**config.mk**
```make
export PLATFORM = sky130hd
export DESIGN_NAME = alu8_bcd
export DESIGN_NICKNAME = d
export VERILOG_FILES = /design/src/rtl/alu8_pkg.sv /design/src/rtl/alu_bcd_adj.sv /design/src/rtl/alu_adder.sv /design/src/rtl/alu_logic.sv /design/src/rtl/alu8_bcd.sv
export SDC_FILE = /design/constraint.sdc
export NUM_CORES = 1
export LEC_CHECK = 0
export BUFFER_PORTS_ARGS = -buffer_cell sky130_fd_sc_hd__buf_4
export CAP_MARGIN = 15
export CORE_MARGIN = 4
export CORE_UTILIZATION = 40
export CTS_BUF_LIST = sky130_fd_sc_hd__clkbuf_4 sky130_fd_sc_hd__clkbuf_8
export DETAILED_ROUTE_END_ITERATION = 8
export PLACE_DENSITY = 0.61
export RECOVER_POWER = 50
export SETUP_SLACK_MARGIN = 0.15
export SYNTH_ARGS = -nofsm -noshare
export SYNTH_HDL_FRONTEND = slang
export SYNTH_HIERARCHICAL = 1
export SYNTH_SLANG_ARGS = --single-unit
export TNS_END_PERCENT = 1
```
**constraint.sdc**
```tcl
create_clock -name clk -period 8.4 [get_ports clk]
set_clock_uncertainty 0.05 [all_clocks]
set_input_delay 0.42 -clock clk [delete_from_list [all_inputs] [get_ports clk]]
set_output_delay 0.42 -clock clk [all_outputs]
set_load 0.1 [all_outputs]
```
**src/rtl/alu8_pkg.sv**
```systemverilog
package alu8_pkg;
  typedef enum logic [3:0] {
    OP_ADD  = 4'd0,
    OP_SUB  = 4'd1,
    OP_AND  = 4'd2,
    OP_OR   = 4'd3,
    OP_XOR  = 4'd4,
    OP_ASL  = 4'd5,
    OP_LSR  = 4'd6,
    OP_ROL  = 4'd7,
    OP_ROR  = 4'd8,
    OP_CMP  = 4'd9,
    OP_BIT  = 4'd10,
    OP_BITI = 4'd11,
    OP_TSB  = 4'd12,
    OP_TRB  = 4'd13,
    OP_INC  = 4'd14,
    OP_DEC  = 4'd15
  } op_e;

  typedef struct packed {
    logic n;
    logic v;
    logic z;
    logic c;
  } flags_t;
endpackage

```
**src/rtl/alu_bcd_adj.sv**
```systemverilog
module alu_bcd_adj #(
  parameter int W = 8
) (
  input  logic [W-1:0] a,
  input  logic [W-1:0] mx,
  input  logic         cin,
  input  logic         sub,
  output logic [W-1:0] res,
  output logic         cout
);
  localparam int NDIG = W / 4;

  logic [NDIG:0] dc;
  assign dc[0] = cin;

  for (genvar g = 0; g < NDIG; g++) begin : g_dig
    logic [4:0] t;
    logic       gt9;
    assign t   = {1'b0, a[g*4 +: 4]} + {1'b0, mx[g*4 +: 4]} + {4'd0, dc[g]};
    assign gt9 = (t > 5'd9);
    always_comb begin
      if (sub) begin
        dc[g+1]       = t[4];
        res[g*4 +: 4] = t[4] ? t[3:0] : t[3:0] + 4'd10;
      end else begin
        dc[g+1]       = gt9;
        res[g*4 +: 4] = gt9 ? t[3:0] + 4'd6 : t[3:0];
      end
    end
  end

  assign cout = dc[NDIG];
endmodule

```
**src/rtl/alu_adder.sv**
```systemverilog
module alu_adder #(
  parameter int W = 8
) (
  input  logic [W-1:0] a,
  input  logic [W-1:0] m,
  input  logic         cin,
  input  logic         sub,
  output logic [W-1:0] bsum,
  output logic         bcout,
  output logic         bv,
  output logic [W-1:0] dsum,
  output logic         dcout
);
  logic [W-1:0] mx;
  logic [W:0]   wide;

  assign mx    = sub ? ~m : m;
  assign wide  = {1'b0, a} + {1'b0, mx} + {{W{1'b0}}, cin};
  assign bsum  = wide[W-1:0];
  assign bcout = wide[W];
  assign bv    = (a[W-1] == mx[W-1]) && (bsum[W-1] != a[W-1]);

  alu_bcd_adj #(.W(W)) u_bcd (
    .a    (a),
    .mx   (mx),
    .cin  (cin),
    .sub  (sub),
    .res  (dsum),
    .cout (dcout)
  );
endmodule

```
**src/rtl/alu_logic.sv**
```systemverilog
module alu_logic #(
  parameter int W = 8
) (
  input  alu8_pkg::op_e op,
  input  logic [W-1:0]  a,
  input  logic [W-1:0]  m,
  input  logic          cin,
  output logic [W-1:0]  res,
  output logic          cout
);
  import alu8_pkg::*;

  always_comb begin
    res  = a;
    cout = 1'b0;
    case (op)
      OP_AND:  res = a & m;
      OP_OR:   res = a | m;
      OP_XOR:  res = a ^ m;
      OP_ASL:  begin res = {a[W-2:0], 1'b0}; cout = a[W-1]; end
      OP_LSR:  begin res = {1'b0, a[W-1:1]}; cout = a[0];   end
      OP_ROL:  begin res = {a[W-2:0], cin};  cout = a[W-1]; end
      OP_ROR:  begin res = {cin, a[W-1:1]};  cout = a[0];   end
      OP_TSB:  res = a | m;
      OP_TRB:  res = ~a & m;
      OP_INC:  res = a + {{(W-1){1'b0}}, 1'b1};
      OP_DEC:  res = a - {{(W-1){1'b0}}, 1'b1};
      default: res = a;
    endcase
  end
endmodule

```
**src/rtl/alu8_bcd.sv**
```systemverilog
module alu8_bcd #(
  parameter int W = 8
) (
  input  logic         clk,
  input  logic         rst,
  input  logic [3:0]   op_i,
  input  logic [W-1:0] a_i,
  input  logic [W-1:0] m_i,
  input  logic         c_i,
  input  logic         d_i,
  output logic [W-1:0] res_o,
  output logic         n_o,
  output logic         v_o,
  output logic         z_o,
  output logic         c_o,
  output logic         wn_o,
  output logic         wv_o,
  output logic         wz_o,
  output logic         wc_o
);
  import alu8_pkg::*;

  op_e          op;
  logic         add_sub, add_cin;
  logic [W-1:0] bsum, dsum, lres, res_nxt, res_q;
  logic         bcout, bv, dcout, lcout, andz;
  flags_t       fl_nxt, we_nxt, fl_q, we_q;

  assign op      = op_e'(op_i);
  assign add_sub = (op != OP_ADD);
  assign add_cin = (op == OP_CMP) ? 1'b1 : c_i;
  assign andz    = ((a_i & m_i) == '0);

  alu_adder #(.W(W)) u_add (
    .a     (a_i),
    .m     (m_i),
    .cin   (add_cin),
    .sub   (add_sub),
    .bsum  (bsum),
    .bcout (bcout),
    .bv    (bv),
    .dsum  (dsum),
    .dcout (dcout)
  );

  alu_logic #(.W(W)) u_logic (
    .op   (op),
    .a    (a_i),
    .m    (m_i),
    .cin  (c_i),
    .res  (lres),
    .cout (lcout)
  );

  always_comb begin
    res_nxt = a_i;
    fl_nxt  = '0;
    we_nxt  = '0;
    case (op)
      OP_ADD, OP_SUB: begin
        res_nxt  = d_i ? dsum : bsum;
        fl_nxt.n = res_nxt[W-1];
        fl_nxt.z = (res_nxt == '0);
        fl_nxt.c = d_i ? dcout : bcout;
        fl_nxt.v = bv;
        we_nxt   = 4'b1111;
      end
      OP_AND, OP_OR, OP_XOR, OP_INC, OP_DEC: begin
        res_nxt  = lres;
        fl_nxt.n = lres[W-1];
        fl_nxt.z = (lres == '0);
        we_nxt   = 4'b1010;
      end
      OP_ASL, OP_LSR, OP_ROL, OP_ROR: begin
        res_nxt  = lres;
        fl_nxt.n = lres[W-1];
        fl_nxt.z = (lres == '0);
        fl_nxt.c = lcout;
        we_nxt   = 4'b1011;
      end
      OP_CMP: begin
        res_nxt  = a_i;
        fl_nxt.n = bsum[W-1];
        fl_nxt.z = (bsum == '0);
        fl_nxt.c = bcout;
        we_nxt   = 4'b1011;
      end
      OP_BIT: begin
        fl_nxt.n = m_i[W-1];
        fl_nxt.v = m_i[W-2];
        fl_nxt.z = andz;
        we_nxt   = 4'b1110;
      end
      OP_BITI: begin
        fl_nxt.z = andz;
        we_nxt   = 4'b0010;
      end
      OP_TSB, OP_TRB: begin
        res_nxt  = lres;
        fl_nxt.z = andz;
        we_nxt   = 4'b0010;
      end
      default: ;
    endcase
  end

  always_ff @(posedge clk) begin
    if (rst) begin
      res_q <= '0;
      fl_q  <= '0;
      we_q  <= '0;
    end else begin
      res_q <= res_nxt;
      fl_q  <= fl_nxt;
      we_q  <= we_nxt;
    end
  end

  assign res_o = res_q;
  assign n_o   = fl_q.n;
  assign v_o   = fl_q.v;
  assign z_o   = fl_q.z;
  assign c_o   = fl_q.c;
  assign wn_o  = we_q.n;
  assign wv_o  = we_q.v;
  assign wz_o  = we_q.z;
  assign wc_o  = we_q.c;


  disabled_flag_zero_chk: assert property (@(posedge clk) disable iff (rst)
    ((fl_q & ~we_q) == 4'b0000));


  lsr_carry_chk: assert property (@(posedge clk) disable iff (rst)
    (op == OP_LSR) |-> (!fl_nxt.n && fl_nxt.c == a_i[0] && lres[W-1] == 1'b0));


  asl_carry_chk: assert property (@(posedge clk) disable iff (rst)
    (op == OP_ASL) |-> (lcout == a_i[W-1] && lres[0] == 1'b0));


  cmp_keeps_a_chk: assert property (@(posedge clk) disable iff (rst)
    (op == OP_CMP) |=> (res_o == $past(a_i) && !wv_o));


  incdec_nz_only_chk: assert property (@(posedge clk) disable iff (rst)
    (op == OP_INC || op == OP_DEC) |=> (!wv_o && !wc_o && wn_o && wz_o));


  bcd_digit_chk: assert property (@(posedge clk) disable iff (rst)
    (d_i && !add_sub && a_i[3:0] <= 4'd9 && m_i[3:0] <= 4'd9) |-> (dsum[3:0] <= 4'd9));
endmodule

```
# Word level (Yosys, flattened, before mapping)

Cells that the tools add are included.

Multiplexer cells: 20
Magnitude comparators: 2
$add $sub $neg: 12
Bitwise logic cells: 6
Reduce and logical (&&, ||, !) cells: 18
Equal/unequal tests: 17

Operator list:

| cell                                                | count |
|---|---|
| case mux 8 bit (10 select lines)                    | 1 |
| == test 4 bit (second input constant)               | 8 |
| zero test 8 bit                                     | 4 |
| two-way mux 4 bit                                   | 6 |
| case mux 4 bit (5 select lines)                     | 1 |
| AND 8 bit                                           | 2 |
| == test 4 x 3 -> 1 bit (second input constant)      | 4 |
| two-way mux 8 bit                                   | 2 |
| NOT 8 bit                                           | 2 |
| case mux 8 bit (2 select lines)                     | 1 |
| OR reduction 11 bit                                 | 1 |
| adder 4 x 4 -> 5 bit                                | 2 |
| adder 5 x 1 -> 5 bit                                | 2 |
| > comparator 5 x 4 -> 1 bit (second input constant) | 2 |
| OR reduction 5 bit                                  | 2 |
| adder 8 x 8 -> 9 bit                                | 1 |
| adder 9 x 1 -> 9 bit                                | 1 |
| OR reduction 9 bit                                  | 1 |
| adder 4 x 3 -> 4 bit (second input constant)        | 2 |
| adder 4 bit (second input constant)                 | 2 |
| adder 8 x 1 -> 8 bit (second input constant)        | 1 |
| == test 4 x 2 -> 1 bit (second input constant)      | 2 |
| bitwise OR 8 bit                                    | 1 |
| case mux 1 bit (4 select lines)                     | 2 |
| 14 further kinds                                    | 22 |

Bits in registers: 16
Bits of input ports: 24
Word-level logic and storage cells: 84
Output and inout bits: 16

# Depth between registers and ports, before layout

Word-level depth: 13
Depth in mapped cells: 26
Gate-level depth less buffers: 23

# Modules after synthesis

Netlist, hierarchy kept.

Modules (own cells, without submodules):

| module      | instances | area an instance (um2) | seq. area each (um2) | cells each |
|---|---|---|---|---|
| alu_logic   | 1         | 1360.1                 | 0.0                  | 201 |
| alu8_bcd    | 1         | 949.7                  | 320.3                | 104 |
| alu_bcd_adj | 1         | 646.9                  | 0.0                  | 84 |
| alu_adder   | 1         | 471.7                  | 0.0                  | 62 |

# Worst setup path after synthesis

No wires, ideal clock.

Path type: input port to flip-flop
Start: in op_i[2]
End: reg res_q[5], in the netlist res_o[5]
Path buffers: 3
Arrival: 5.518 ns
Slack: 2.704 ns
Required time: 8.222 ns
Stages on the path: 26
Setup time: 0.128 ns
Cells stage by stage: buf_2 > nor3_1 > buf_2 > nand2b_1 > buf_2 > xor2_1 > fa_1 > fa_1 > xnor2_1 > ha_1 > nand2_1 > a32oi_2 > a41oi_1 > fa_1 > inv_1 > fa_1 > inv_1 > ha_1 > inv_1 > o21ai_0 > nand4b_1 > a21oi_1 > xnor2_1 > mux2_2 > a222oi_1 > nor2_1

Word-level cells in the longest chain between the ends: 12
Elaborated cells on any way between the ends: 37
Those cells by class: 8 x add/sub; 2 x order compare; 13 x eq/ne; 9 x mux; 5 x reduce/logical

RTL lines:

| item                                         | RTL line                             | text |
|---|---|---|
| start: declaration                           | alu8_bcd.sv:6                        | `input logic [3:0] op_i,` |
| nonzero test 4 bit *                         | alu8_bcd.sv:30                       | `assign add_sub = (op != OP_ADD);` |
| via add_sub                                  | alu8_bcd.sv:24                       | `logic add_sub, add_cin;` |
| two-way mux 8 bit *                          | alu_adder.sv:17                      | `assign mx = sub ? ~m : m;` |
| via u_add.mx[0]                              | alu_adder.sv:14                      | `logic [W-1:0] mx;` |
| adder 4 x 4 -> 5 bit *                       | alu_bcd_adj.sv:19                    | `assign t = {1'b0, a[g*4 +: 4]} + {1'b0, mx[g*4 +: 4]} + {4'd0, dc[g]};` |
| adder 5 x 1 -> 5 bit *                       | alu_bcd_adj.sv:19                    |  |
| > comparator 5 x 4 -> 1 bit                  | alu_bcd_adj.sv:20                    | `assign gt9 = (t > 5'd9);` |
| two-way mux 1 bit *                          | alu_bcd_adj.sv:22                    | `if (sub) begin` |
| adder 5 x 1 -> 5 bit *                       | alu_bcd_adj.sv:19                    |  |
| adder 4 x 3 -> 4 bit (tied with other cells) | alu_bcd_adj.sv:27                    | `res[g*4 +: 4] = gt9 ? t[3:0] + 4'd6 : t[3:0];` |
| two-way mux 4 bit, on equally long branches  | alu_bcd_adj.sv:27, alu_bcd_adj.sv:24 |  |
| two-way mux 4 bit *                          | alu_bcd_adj.sv:22                    |  |
| via dsum[5]                                  | alu8_bcd.sv:25                       | `logic [W-1:0] bsum, dsum, lres, res_nxt, res_q;` |
| two-way mux 8 bit *                          | alu8_bcd.sv:61                       | `res_nxt = d_i ? dsum : bsum;` |
| case mux 8 bit (2 select lines) *            | alu8_bcd.sv:59                       | `case (op)` |
| end signal: assignment                       | alu8_bcd.sv:113                      | `res_q <= res_nxt;` |
| end: declaration                             | alu8_bcd.sv:25                       |  |

Mark *: on every way through the listed nets, which the timed path passes. The rest lies on a longest branch.
A chain may end at the register's enable or synchronous reset.

# Worst setup path in the final report

Start: in op_i[1]
End: reg res_q[5], in the netlist res_o[5]

The elaborated chain is that of the path after synthesis.

==> metrics.txt <==
yosys warns 6; Clock Path Buffers 2; antenna violations before repair 0; vias in the first global route between 3000 and 4000; critical path class in -> reg; Buffers on Ports 39; Placed Instances 570; largest net degree at the start of global routing between 50 and 60; WL/cell approximately 18 microns; CP Max Fanout 46; Initial Utilization 41.5%; DR pass1 iterations 5; die area approximately 10000 sq um; PwrDens 129 nW/um^2; synth top area cells ha_1, dfxtp_1, inv_1; CTS Buf Count 3; via count 3569; FILL cells 874; core area 8260 sq um; Worst-Margin Slew approximately 1.2 ns; Post-synth top flop dfxtp_1; Peak VDD IR between 0.04 and 0.05 mV; # Max-Cap Violations 0; syn avg cell area about 7.6 sq um; Die H roughly 100 microns; root buffer cell clkbuf_8; number of inserted diodes 0; CP required 8.45 ns; EDFF count, synth 0; grt total ovfl 0; Die W 101 microns; Placer Congestion 0.901; Final ANT Viol Nets 0; Final setup viols 0; IO Pins 40; Fmax achieved 165 MHz; minimum clock period 6.08 ns; Area Growth Syn to Fin 7.26%; Hold Vio Cnt, Final 0; outcome completed; Final Cycle Share 72.3%; #FFs+latches synth 16; hold buffer count at CTS 0; Nets 528; largest area contributor in the netlist ha_1; data arrival time of the worst path 6.13 ns; Finished Layout Cells 574; H-tree levels 1; min-delay worst type in -> reg; Synth top area share 10.2%; CTS tree built; crit start category input pin; RSZ-0062 raised after global routing no; Worst Setup End Kind flop; Multi-input gate area 2750 sq um; final WL 10400 microns; post-detail-place hpwl 7780 microns; Mapped Cells 451; clock slew at reported path FFs 0.06 ns; sequential-to-total area share from yosys stat a little under a tenth; synth unique cells 89; # DRC 0; Core Util, Final between 40 and 50%; cts repair resizes 0; setup bufs post-CTS 0; slew margin rel. 21.1%; Seq. cell area ~320 sq um; final max-slew violation count 0; LEAKAGE roughly 1.6 nW; vias per inst 6.22; GR Util All Layers 19.9%; mapped cell area 3430 sq um; row count 33; most frequent cells after synthesis inv_1, nor2_1, ha_1; most common cell in the netlist inv_1; Starting DRT DRC Count 297; Synth async-reset ratio 0%; first-pass GRT wire length roughly 17000 microns; Sink Count 16; Post-Syn Nets slightly above 500; share of layout cells above drive strength 1 14.1%; total negative setup slack 0 ns
registers in the layout (all words and copies together), names as in the netlist:
signal,cells
n_o,1
wn_o,1
wv_o,1
v_o,1
wc_o,1
z_o,1
res_o,8
wz_o,1
c_o,1
where the power goes:
part           internal (mW)  switching (mW)  leakage (nW)
registers             0.0821         0.00156         0.132
clock network         0.0416          0.0265        0.0288
logic                  0.116           0.207          1.39
total                  0.240           0.235          1.55
logic make-up (layout without fill, tap and decap cells):
group	after synthesis	count (layout)	share of synthesized area, %
xor+xnor	20	20	5.11
simple gates	148	148	24.2
compound gates	148	148	32.4
fa+ha+maj	34	34	13.7
flops	16	16	9.34
mux	15	15	4.96
buf+inv	70	88	10.3
worst max-delay path: stages:
cell and delay (ns):
buf_4 0.25, nor3_1 0.23, buf_4 0.21, nand2b_1 0.07
buf_4 0.21, xor2_1 0.20, fa_1 0.41, fa_1 0.45
xnor2_1 0.42, ha_1 0.23, nand2_1 0.06, a32oi_2 0.21
a41oi_1 0.19, fa_1 0.42, inv_1 0.09, fa_1 0.43
inv_1 0.15, ha_1 0.16, inv_1 0.03, o21ai_0 0.13
nand4b_1 0.21, a21oi_1 0.20, xnor2_1 0.10, mux2_2 0.26
a222oi_1 0.29, nor2_1 0.08
cells in the final DEF, fill, tap and decap left out, types with 4 or more instances in the layout:
cell,n
or3_1,4
nand2b_1,6
fa_1,6
xnor2_1,10
a31oi_1,7
inv_1,42
nand2_1,24
mux2i_1,5
a21o_1,6
a22o_1,4
ha_1,28
o21a_1,8
nor3_1,16
mux2_2,8
nor2b_1,8
dfxtp_1,16
nand4_1,7
nand3_1,9
nor2_1,37
a211o_1,5
xor2_1,10
o21ai_0,24
a21oi_1,22
a222oi_1,9
clkbuf_8,4
clkbuf_1,14
buf_4,27
a221oi_1,6
through the flow:
| step | instance area, sq um | power (mW) | worst slack, ns | hold slack, ns |
|---|---|---|---|---|
| 3_5_place_dp | 3670 | 0.409 | 2.14 | 0.692 |
| 2_1_floorplan | 3430 | 0.336 | 2.70 | 0.542 |
| 3_3_place_gp | 3670 | 0.405 | 2.30 | 0.688 |
| 6_report | 3680 | 0.474 | 2.32 | 0.539 |
| 4_1_cts | 3730 | 0.477 | 2.38 | 0.428 |
| 5_1_grt | 3680 | 0.508 | 1.80 | 0.572 |
per-layer routing:
metal	GRT usage (%)	part of all wire, %	wire [microns]	vias up
li1	-	-	-	1728
met1	29.6	47	4930	1661
met2	30.3	43	4480	159
met3	2.21	8.0	831	21
met4	5.39	1.6	165	0
met5	0	0	0	-
area by class of cell:
cell class | instances | area share, %
timing repair buffer | 41 | 6.94
tap | 105 | 3.57
inverter | 43 | 4.39
sequential | 16 | 8.71
clock buffer | 4 | 1.50
multi-input combinational | 365 | 74.9
worst paths after layout:
path                start                  end  slack, ns  cells after the start
setup / recovery  op_i[1]  res_o[5]$_SDFF_PP0_       2.32                     26
hold / removal        d_i       z_o$_SDFF_PP0_       0.54                      3
Power figures use the tool's default switching activity.
